## src/rtl/tmr_pkg.sv

```systemverilog
package tmr_pkg;

    typedef enum logic [0:0] {
        ST_STOP  = 1'b0,
        ST_COUNT = 1'b1
    } tmr_state_e;

    typedef enum logic [1:0] {
        SRC_CPU  = 2'd0,
        SRC_FAST = 2'd1,
        SRC_EXT  = 2'd2
    } tmr_src_e;

    typedef logic [1:0] tmr_addr_t;

    localparam tmr_addr_t ADDR_CTRL   = 2'd0;
    localparam tmr_addr_t ADDR_CNT    = 2'd1;
    localparam tmr_addr_t ADDR_RELOAD = 2'd2;

    localparam int unsigned CTL_EN_BIT   = 0;
    localparam int unsigned CTL_FAST_BIT = 1;
    localparam int unsigned CTL_EXT_BIT  = 2;
    localparam int unsigned CTL_RATE_LSB = 3;

endpackage

```

## src/rtl/tmr_prescale.sv

```systemverilog
module tmr_prescale #(
    parameter int unsigned RATE_W = 3
) (
    input  logic              clk,
    input  logic              rst_n,
    input  logic              run,
    input  logic              tick_in,
    input  logic [RATE_W-1:0] rate,
    output logic              tick_out
);
    localparam int unsigned PRE_W = (1 << RATE_W) - 1;

    logic [PRE_W-1:0]  pre_q;
    logic [RATE_W-1:0] rate_q;
    logic [PRE_W:0]    span;
    logic [PRE_W-1:0]  term;
    logic              restart;

    // divisor 2^(max-rate): the shift amount is the inverted rate
    always_comb begin
        span    = (PRE_W+1)'(1) << (~rate);
        term    = PRE_W'(span - 1'b1);
        restart = !run || (rate != rate_q);
        tick_out = tick_in && !restart && (pre_q == term);
    end

    always_ff @(posedge clk) begin
        if (!rst_n) begin
            pre_q  <= '0;
            rate_q <= '0;
        end else begin
            rate_q <= rate;
            if (restart) begin
                pre_q <= '0;
            end else if (tick_in) begin
                pre_q <= (pre_q == term) ? '0 : pre_q + 1'b1;
            end
        end
    end
endmodule

```

## src/rtl/tmr_src_sel.sv

```systemverilog
module tmr_src_sel
    import tmr_pkg::*;
#(
    parameter int unsigned RATE_W = 3,
    parameter int unsigned SYNC_N = 2
) (
    input  logic              clk,
    input  logic              rst_n,
    input  logic              run,
    input  tmr_src_e          src,
    input  logic [RATE_W-1:0] rate,
    input  logic              tick_cpu,
    input  logic              tick_fast,
    input  logic              evt_pin,
    output logic              cnt_tick
);
    logic [SYNC_N:0] sync_q;
    logic            ext_edge;
    logic            cpu_div;

    always_ff @(posedge clk) begin
        if (!rst_n) sync_q <= '0;
        else        sync_q <= {sync_q[SYNC_N-1:0], evt_pin};
    end

    assign ext_edge = sync_q[SYNC_N-1] & ~sync_q[SYNC_N];

    generate
        if (RATE_W > 0) begin : g_pre
            tmr_prescale #(.RATE_W(RATE_W)) u_pre (
                .clk      (clk),
                .rst_n    (rst_n),
                .run      (run),
                .tick_in  (tick_cpu),
                .rate     (rate),
                .tick_out (cpu_div)
            );
        end else begin : g_nopre
            assign cpu_div = tick_cpu;
        end
    endgenerate

    always_comb begin
        unique case (src)
            SRC_EXT:  cnt_tick = ext_edge;
            SRC_FAST: cnt_tick = tick_fast;
            default:  cnt_tick = cpu_div;
        endcase
    end
endmodule

```

## src/rtl/tmr_core.sv

```systemverilog
module tmr_core
    import tmr_pkg::*;
#(
    parameter int unsigned CNT_W  = 8,
    parameter int unsigned RATE_W = 3
) (
    input  logic              clk,
    input  logic              rst_n,
    input  logic              wr_en,
    input  tmr_addr_t         wr_addr,
    input  logic [CNT_W-1:0]  wr_data,
    input  logic              flag_clr,
    input  logic              cnt_tick,
    output logic              run,
    output tmr_src_e          src,
    output logic [RATE_W-1:0] rate,
    output logic              irq_en,
    output logic [CNT_W-1:0]  cnt_q,
    output logic [CNT_W-1:0]  reload_q,
    output logic              flag_q
);
    localparam int unsigned IE_BIT = CTL_RATE_LSB + RATE_W;
    localparam logic [CNT_W-1:0] CNT_MAX = '1;

    tmr_state_e       state_q, state_d;
    logic [CNT_W-1:0] cnt_d;
    logic             flag_d;
    logic             wrap;
    logic             wr_ctrl, wr_cnt, wr_rel;

    assign wr_ctrl = wr_en && (wr_addr == ADDR_CTRL);
    assign wr_cnt  = wr_en && (wr_addr == ADDR_CNT);
    assign wr_rel  = wr_en && (wr_addr == ADDR_RELOAD);

    // next state: START / HALT
    always_comb begin
        state_d = state_q;
        unique case (state_q)
            ST_STOP:  if (wr_ctrl &&  wr_data[CTL_EN_BIT]) state_d = ST_COUNT;
            ST_COUNT: if (wr_ctrl && !wr_data[CTL_EN_BIT]) state_d = ST_STOP;
            default:  state_d = ST_STOP;
        endcase
    end

    always_ff @(posedge clk) begin
        if (!rst_n) state_q <= ST_STOP;
        else        state_q <= state_d;
    end

    // outputs: counter and flag update
    always_comb begin
        cnt_d = cnt_q;
        wrap  = 1'b0;
        unique case (state_q)
            ST_STOP: begin
                if (wr_cnt) cnt_d = wr_data;
            end
            ST_COUNT: begin
                if (wr_cnt) begin
                    cnt_d = wr_data;
                end else if (cnt_tick) begin
                    if (cnt_q == CNT_MAX) begin
                        cnt_d = reload_q;
                        wrap  = 1'b1;
                    end else begin
                        cnt_d = cnt_q + 1'b1;
                    end
                end
            end
            default: cnt_d = cnt_q;
        endcase
        if (wrap)          flag_d = 1'b1;
        else if (flag_clr) flag_d = 1'b0;
        else               flag_d = flag_q;
    end

    always_ff @(posedge clk) begin
        if (!rst_n) begin
            cnt_q    <= '0;
            flag_q   <= 1'b0;
            reload_q <= '0;
            src      <= SRC_CPU;
            rate     <= '0;
            irq_en   <= 1'b0;
        end else begin
            cnt_q  <= cnt_d;
            flag_q <= flag_d;
            if (wr_rel) reload_q <= wr_data;
            if (wr_ctrl) begin
                rate   <= wr_data[CTL_RATE_LSB +: RATE_W];
                irq_en <= wr_data[IE_BIT];
                if (wr_data[CTL_EXT_BIT])       src <= SRC_EXT;
                else if (wr_data[CTL_FAST_BIT]) src <= SRC_FAST;
                else                            src <= SRC_CPU;
            end
        end
    end

    assign run = (state_q == ST_COUNT);
endmodule

```

## src/rtl/reload_timer8.sv

```systemverilog
module reload_timer8
    import tmr_pkg::*;
#(
    parameter int unsigned CNT_W  = 8,
    parameter int unsigned RATE_W = 3,
    parameter int unsigned SYNC_N = 2
) (
    input  logic             clk,
    input  logic             rst_n,
    input  logic             tick_cpu,
    input  logic             tick_fast,
    input  logic             evt_pin,
    input  logic             wr_en,
    input  logic [1:0]       wr_addr,
    input  logic [CNT_W-1:0] wr_data,
    input  logic             flag_clr,
    output logic [CNT_W-1:0] cnt_value,
    output logic             ovf_flag,
    output logic             irq
);
    logic              run_en;
    tmr_src_e          src_sel;
    logic [RATE_W-1:0] rate_sel;
    logic              irq_en;
    logic              cnt_tick;
    logic [CNT_W-1:0]  reload_q;

    tmr_src_sel #(.RATE_W(RATE_W), .SYNC_N(SYNC_N)) u_src (
        .clk       (clk),
        .rst_n     (rst_n),
        .run       (run_en),
        .src       (src_sel),
        .rate      (rate_sel),
        .tick_cpu  (tick_cpu),
        .tick_fast (tick_fast),
        .evt_pin   (evt_pin),
        .cnt_tick  (cnt_tick)
    );

    tmr_core #(.CNT_W(CNT_W), .RATE_W(RATE_W)) u_core (
        .clk      (clk),
        .rst_n    (rst_n),
        .wr_en    (wr_en),
        .wr_addr  (wr_addr),
        .wr_data  (wr_data),
        .flag_clr (flag_clr),
        .cnt_tick (cnt_tick),
        .run      (run_en),
        .src      (src_sel),
        .rate     (rate_sel),
        .irq_en   (irq_en),
        .cnt_q    (cnt_value),
        .reload_q (reload_q),
        .flag_q   (ovf_flag)
    );

    assign irq = ovf_flag & irq_en;
endmodule

```

## config.mk

```make
export PLATFORM = sky130hd
export DESIGN_NAME = reload_timer8
export DESIGN_NICKNAME = d
export VERILOG_FILES = /design/src/rtl/tmr_pkg.sv /design/src/rtl/tmr_prescale.sv /design/src/rtl/tmr_src_sel.sv /design/src/rtl/tmr_core.sv /design/src/rtl/reload_timer8.sv
export SDC_FILE = /design/constraint.sdc
export NUM_CORES = 1
export LEC_CHECK = 0
export ABC_CLOCK_PERIOD_IN_PS = 6170
export BUFFER_PORTS_ARGS = -buffer_cell sky130_fd_sc_hd__buf_2
export CORE_ASPECT_RATIO = 1.1
export CORE_MARGIN = 8
export CORE_UTILIZATION = 55
export CTS_BUF_LIST = sky130_fd_sc_hd__clkbuf_4
export DETAILED_ROUTE_END_ITERATION = 6
export GPL_ROUTABILITY_DRIVEN = 0
export HOLD_SLACK_MARGIN = 0.05
export PLACE_DENSITY = 0.77
export REMOVE_ABC_BUFFERS = 1
export SYNTH_ARGS = -nofsm -noshare
export SYNTH_HDL_FRONTEND = slang
export SYNTH_SLANG_ARGS = --single-unit
```

## constraint.sdc

```tcl
create_clock -name clk -period 6.17 [get_ports clk]
set_clock_uncertainty 0.1 [all_clocks]
set_input_delay 1.5425 -clock clk [delete_from_list [all_inputs] [get_ports clk]]
set_output_delay 1.5425 -clock clk [all_outputs]
set_load 0.1 [all_outputs]
```

==> summary.md <==
| Metric | Value |
|---|---|
| Period utilization | 0.5375 |
| CTS Sinks | 37 |
| Final Setup Violations | 0 |
| Clock buffer depth | 2 |
| Vias/cell | approximately 5.4 |
| Area fraction of the dominant cell type after synthesis | 0.3590 |
| Drt pass-1 iters | 4 |
| Fraction of layout cells with a size suffix above 1 | 0.1379 |
| Static leakage | between 0.9 and 1 nW |
| Final hold violation count | 0 |
| Worst Tran Pin Value | roughly 570 ps |
| Skew-Pair Late Insertion Delay | 330 ps |
| RSZ-0062 raised after global routing | false |
| Overall Global Routing Usage | 0.1498 |
| Detail Route Antenna Nets | 0 |
| Launch point of the worst reg-to-reg path | u_core.rate[1] |
| Fillers | about 350 |
| Post-route minimum period | ~3300 ps |
| Mean routed wirelength per cell | about 14 um |
| Final WS setup | ~2900 ps |
| FF-to-FF path depth | 9 |
| Drt first-iter violations | 88 |
| Dpl cell area | 2207 um2 |
| Initial core utilization | 0.5690 |
| Final instance area | roughly 2200 um2 |
| Peak VDD IR | between 0.0001 and 0.00015 V |
| PortBufs | 26 |
| Syn Area/Cell | between 8 and 9 um2 |
| Pre-CTS setup slack | slightly below 3000 ps |
| PwrDens | about 180 nW/um2 |
| Aggregate global routing overflow | 0 |
| Distinct cell type count after synthesis | 41 |
| Largest net degree at the start of global routing | 40 |
| Synth async-reset ratio | 0 |
| Seq cells post-synth | 37 |
| Initial antenna violation count | 0 |
| Startpoint Class | register |
| Nets | roughly 280 |
| Area delta synth->final | 9.036% |
| DRC violations left | 0 |
| Num CTS Buffers | 5 |
| Sequential share of the synthesized area | 0.3590 |
| Yosys top cell by area | dfxtp_1 |
| Reg2Reg Capture Point | u_core.cnt_q[0] |
| CTS tree | done |
| Die height | 80.24 um |
| Cells after Synth | 242 |
| Ant diodes | 0 |
| Number of global-route vias before repair | 1567 |
| First-pass GRT wire length | 7.065 mm |
| End of the worst hold path | u_src.sync_q[1] |
| Core region area | 3626 um2 |
| Routed wire length | 4.201 mm |
| Clock root buffer | clkbuf_4 |
| Hold depth | 1 |
| Outcome | finished clean |
| Hold-fix buffers, CTS | 0 |
| Flop-to-flop setup slack | roughly 2900 ps |
| Crit Path Class | register to register |
| CP peak stage delay | between 600 and 700 ps |
| WP data required | 6280 ps |
| Die width | between 70 and 80 um |
| Synth Flop Type | dfxtp_1 |
| Main area contributors after synthesis | dfxtp_1, mux2i_1, nand2_1, xnor2_1, nor2b_1 |
| Crit-path max FO | 14 |
| CP arrival | 3420 ps |
| H-tree Lvls | 2 |
| Number of synthesized flops with an enable pin | 0 |
| Max_cap viols | 0 |
| Clk slew on worst S/H paths | 100 ps |
| IO Pins | 27 |
| Slew margin rel. | 0.6222 |
| Num rows | 23 |
| Setup_tns | 0 ps |
| Final Slew Violations | 0 |
| CP max stage cell | dfxtp_1 |
| Via count | around 1700 |
| DP HPWL | approximately 3 mm |
| Synth warn | 0 |
| DIE AREA | between 5000 and 6000 um2 |
| Crit path capture type | register |
| Post-CTS setup repair buffer count | 0 |
| Cell Area, Synth | 2063 um2 |
| Worst Hold Class | register to register |
| Fmax | roughly 0.30 GHz |
| Crit path cell chain | nand2_1, or2_2, ha_1, xnor2_1, or4b_1, a311o_1, a211oi_2, o31ai_4, mux2i_1 |
| Hold_sp | u_src.sync_q[0] |
| Cts repair resizes | 0 |
power by group:
part           switching (W)  internal [W]
Clock              0.0000723     0.0000395
Combinational      0.0000230     0.0000174
Sequential        0.00000517      0.000244
per-stage QoR:
step / instances / util / hold WS (ps) / total power, W
CTS: 311 / 0.6204 / 349.6 / 0.0004077
global placement: 305 / 0.6087 / 315.3 / 0.0002944
finish: 311 / 0.6204 / 344.6 / 0.0004011
detailed placement: 305 / 0.6087 / 324.5 / 0.0002949
global route: 311 / 0.6204 / 398.6 / 0.0004202
floorplan: 228 / - / 311.8 / 0.0002785
Yosys cell counts, drive strengths merged (2+ instances only):
master	instances
nand3b	3
nand2	30
o31ai	3
and2	10
a21oi	10
nand3	6
o21ai	8
xor2	5
nand2b	5
nand4	3
xnor2	12
nor2b	15
a21boi	4
clkbuf	11
a211oi	3
inv	5
ha	5
and4	4
nor2	19
dfxtp	37
nor3b	2
mux2i	22
o22ai	2
a21o	2
buf	3
cell usage in the layout, fill, tap and decap left out, types with 2 or more instances in the layout:
master	instances
and4_1	4
clkbuf_4	5
o31ai_1	2
a21oi_1	10
xor2_1	5
a21boi_0	4
nand3b_1	3
ha_1	5
mux2i_1	22
xnor2_1	12
buf_2	26
inv_1	5
nand4_1	3
nor2b_1	15
a21o_1	2
a211oi_1	2
nor2_1	19
nor3b_1	2
o21ai_0	8
and2_1	10
nand2_1	30
dfxtp_1	37
nand3_1	6
o22ai_1	2
nand2b_1	5
sequential cells by signal, indices dropped and copies added, names as in the netlist, named ones only:
name,cells
u_core.reload_q,8
u_src.g_pre.u_pre.pre_q,7
u_core.cnt_q,8
u_core.src,2
u_core.rate,3
u_src.sync_q,3
u_core.irq_en,1
u_core.flag_q,1
u_src.g_pre.u_pre.rate_q,3
critical path: cells and delay by family (launching register included):
| kind | cells | cell delay [ps] |
|---|---|---|
| xor+xnor | 1 | 200 |
| simple gates | 3 | 980 |
| flops | 1 | 610 |
| compound gates | 3 | 850 |
| fa+ha+maj | 1 | 300 |
| mux | 1 | 150 |
layout make-up:
class                      count  area (um2)  area share
multi-input combinational    186        1247      0.5545
sequential                    37       740.7      0.3293
timing repair buffer          27       137.6     0.06118
tap                           50       62.56     0.02781
clock buffer                   5       37.54     0.01669
inverter                       5       18.77    0.008343
clock inverter                 1       5.005    0.002225
routing by layer:
layer / track usage / part of all wire / wire length (um)
met1: 0.1918 / 0.48 / 2035
met2: 0.2321 / 0.46 / 1914
met3: 0.03487 / 0.045 / 190
met4: 0.06471 / 0.015 / 61
met5: 0 / 0 / 0
cell families (layout without fill, tap and decap cells):
logic type,after synthesis,count (layout),share of synthesized area
AOI/OAI and AO/OA,39,39,0.1310
muxes,22,22,0.1067
adders and majority gates,5,5,0.03032
xor gates and xnor gates,17,17,0.07216
DFF,37,37,0.3590
and+or+nand+nor,103,103,0.2644
buffers and inverters,19,38,0.03639
worst max-delay path by stage:
stage	start	slack (ps)	to
finish	u_core.rate[1]	2850	u_core.cnt_q[0]
global route	u_core.rate[1]	2610	u_core.cnt_q[3]
CTS	u_core.rate[1]	2870	u_core.cnt_q[6]
detailed placement	u_core.rate[1]	2890	u_core.cnt_q[6]
global placement	u_core.rate[1]	3000	u_core.cnt_q[4]
floorplan	u_core.flag_q	2720	irq
(Power assumes the default switching activity.)
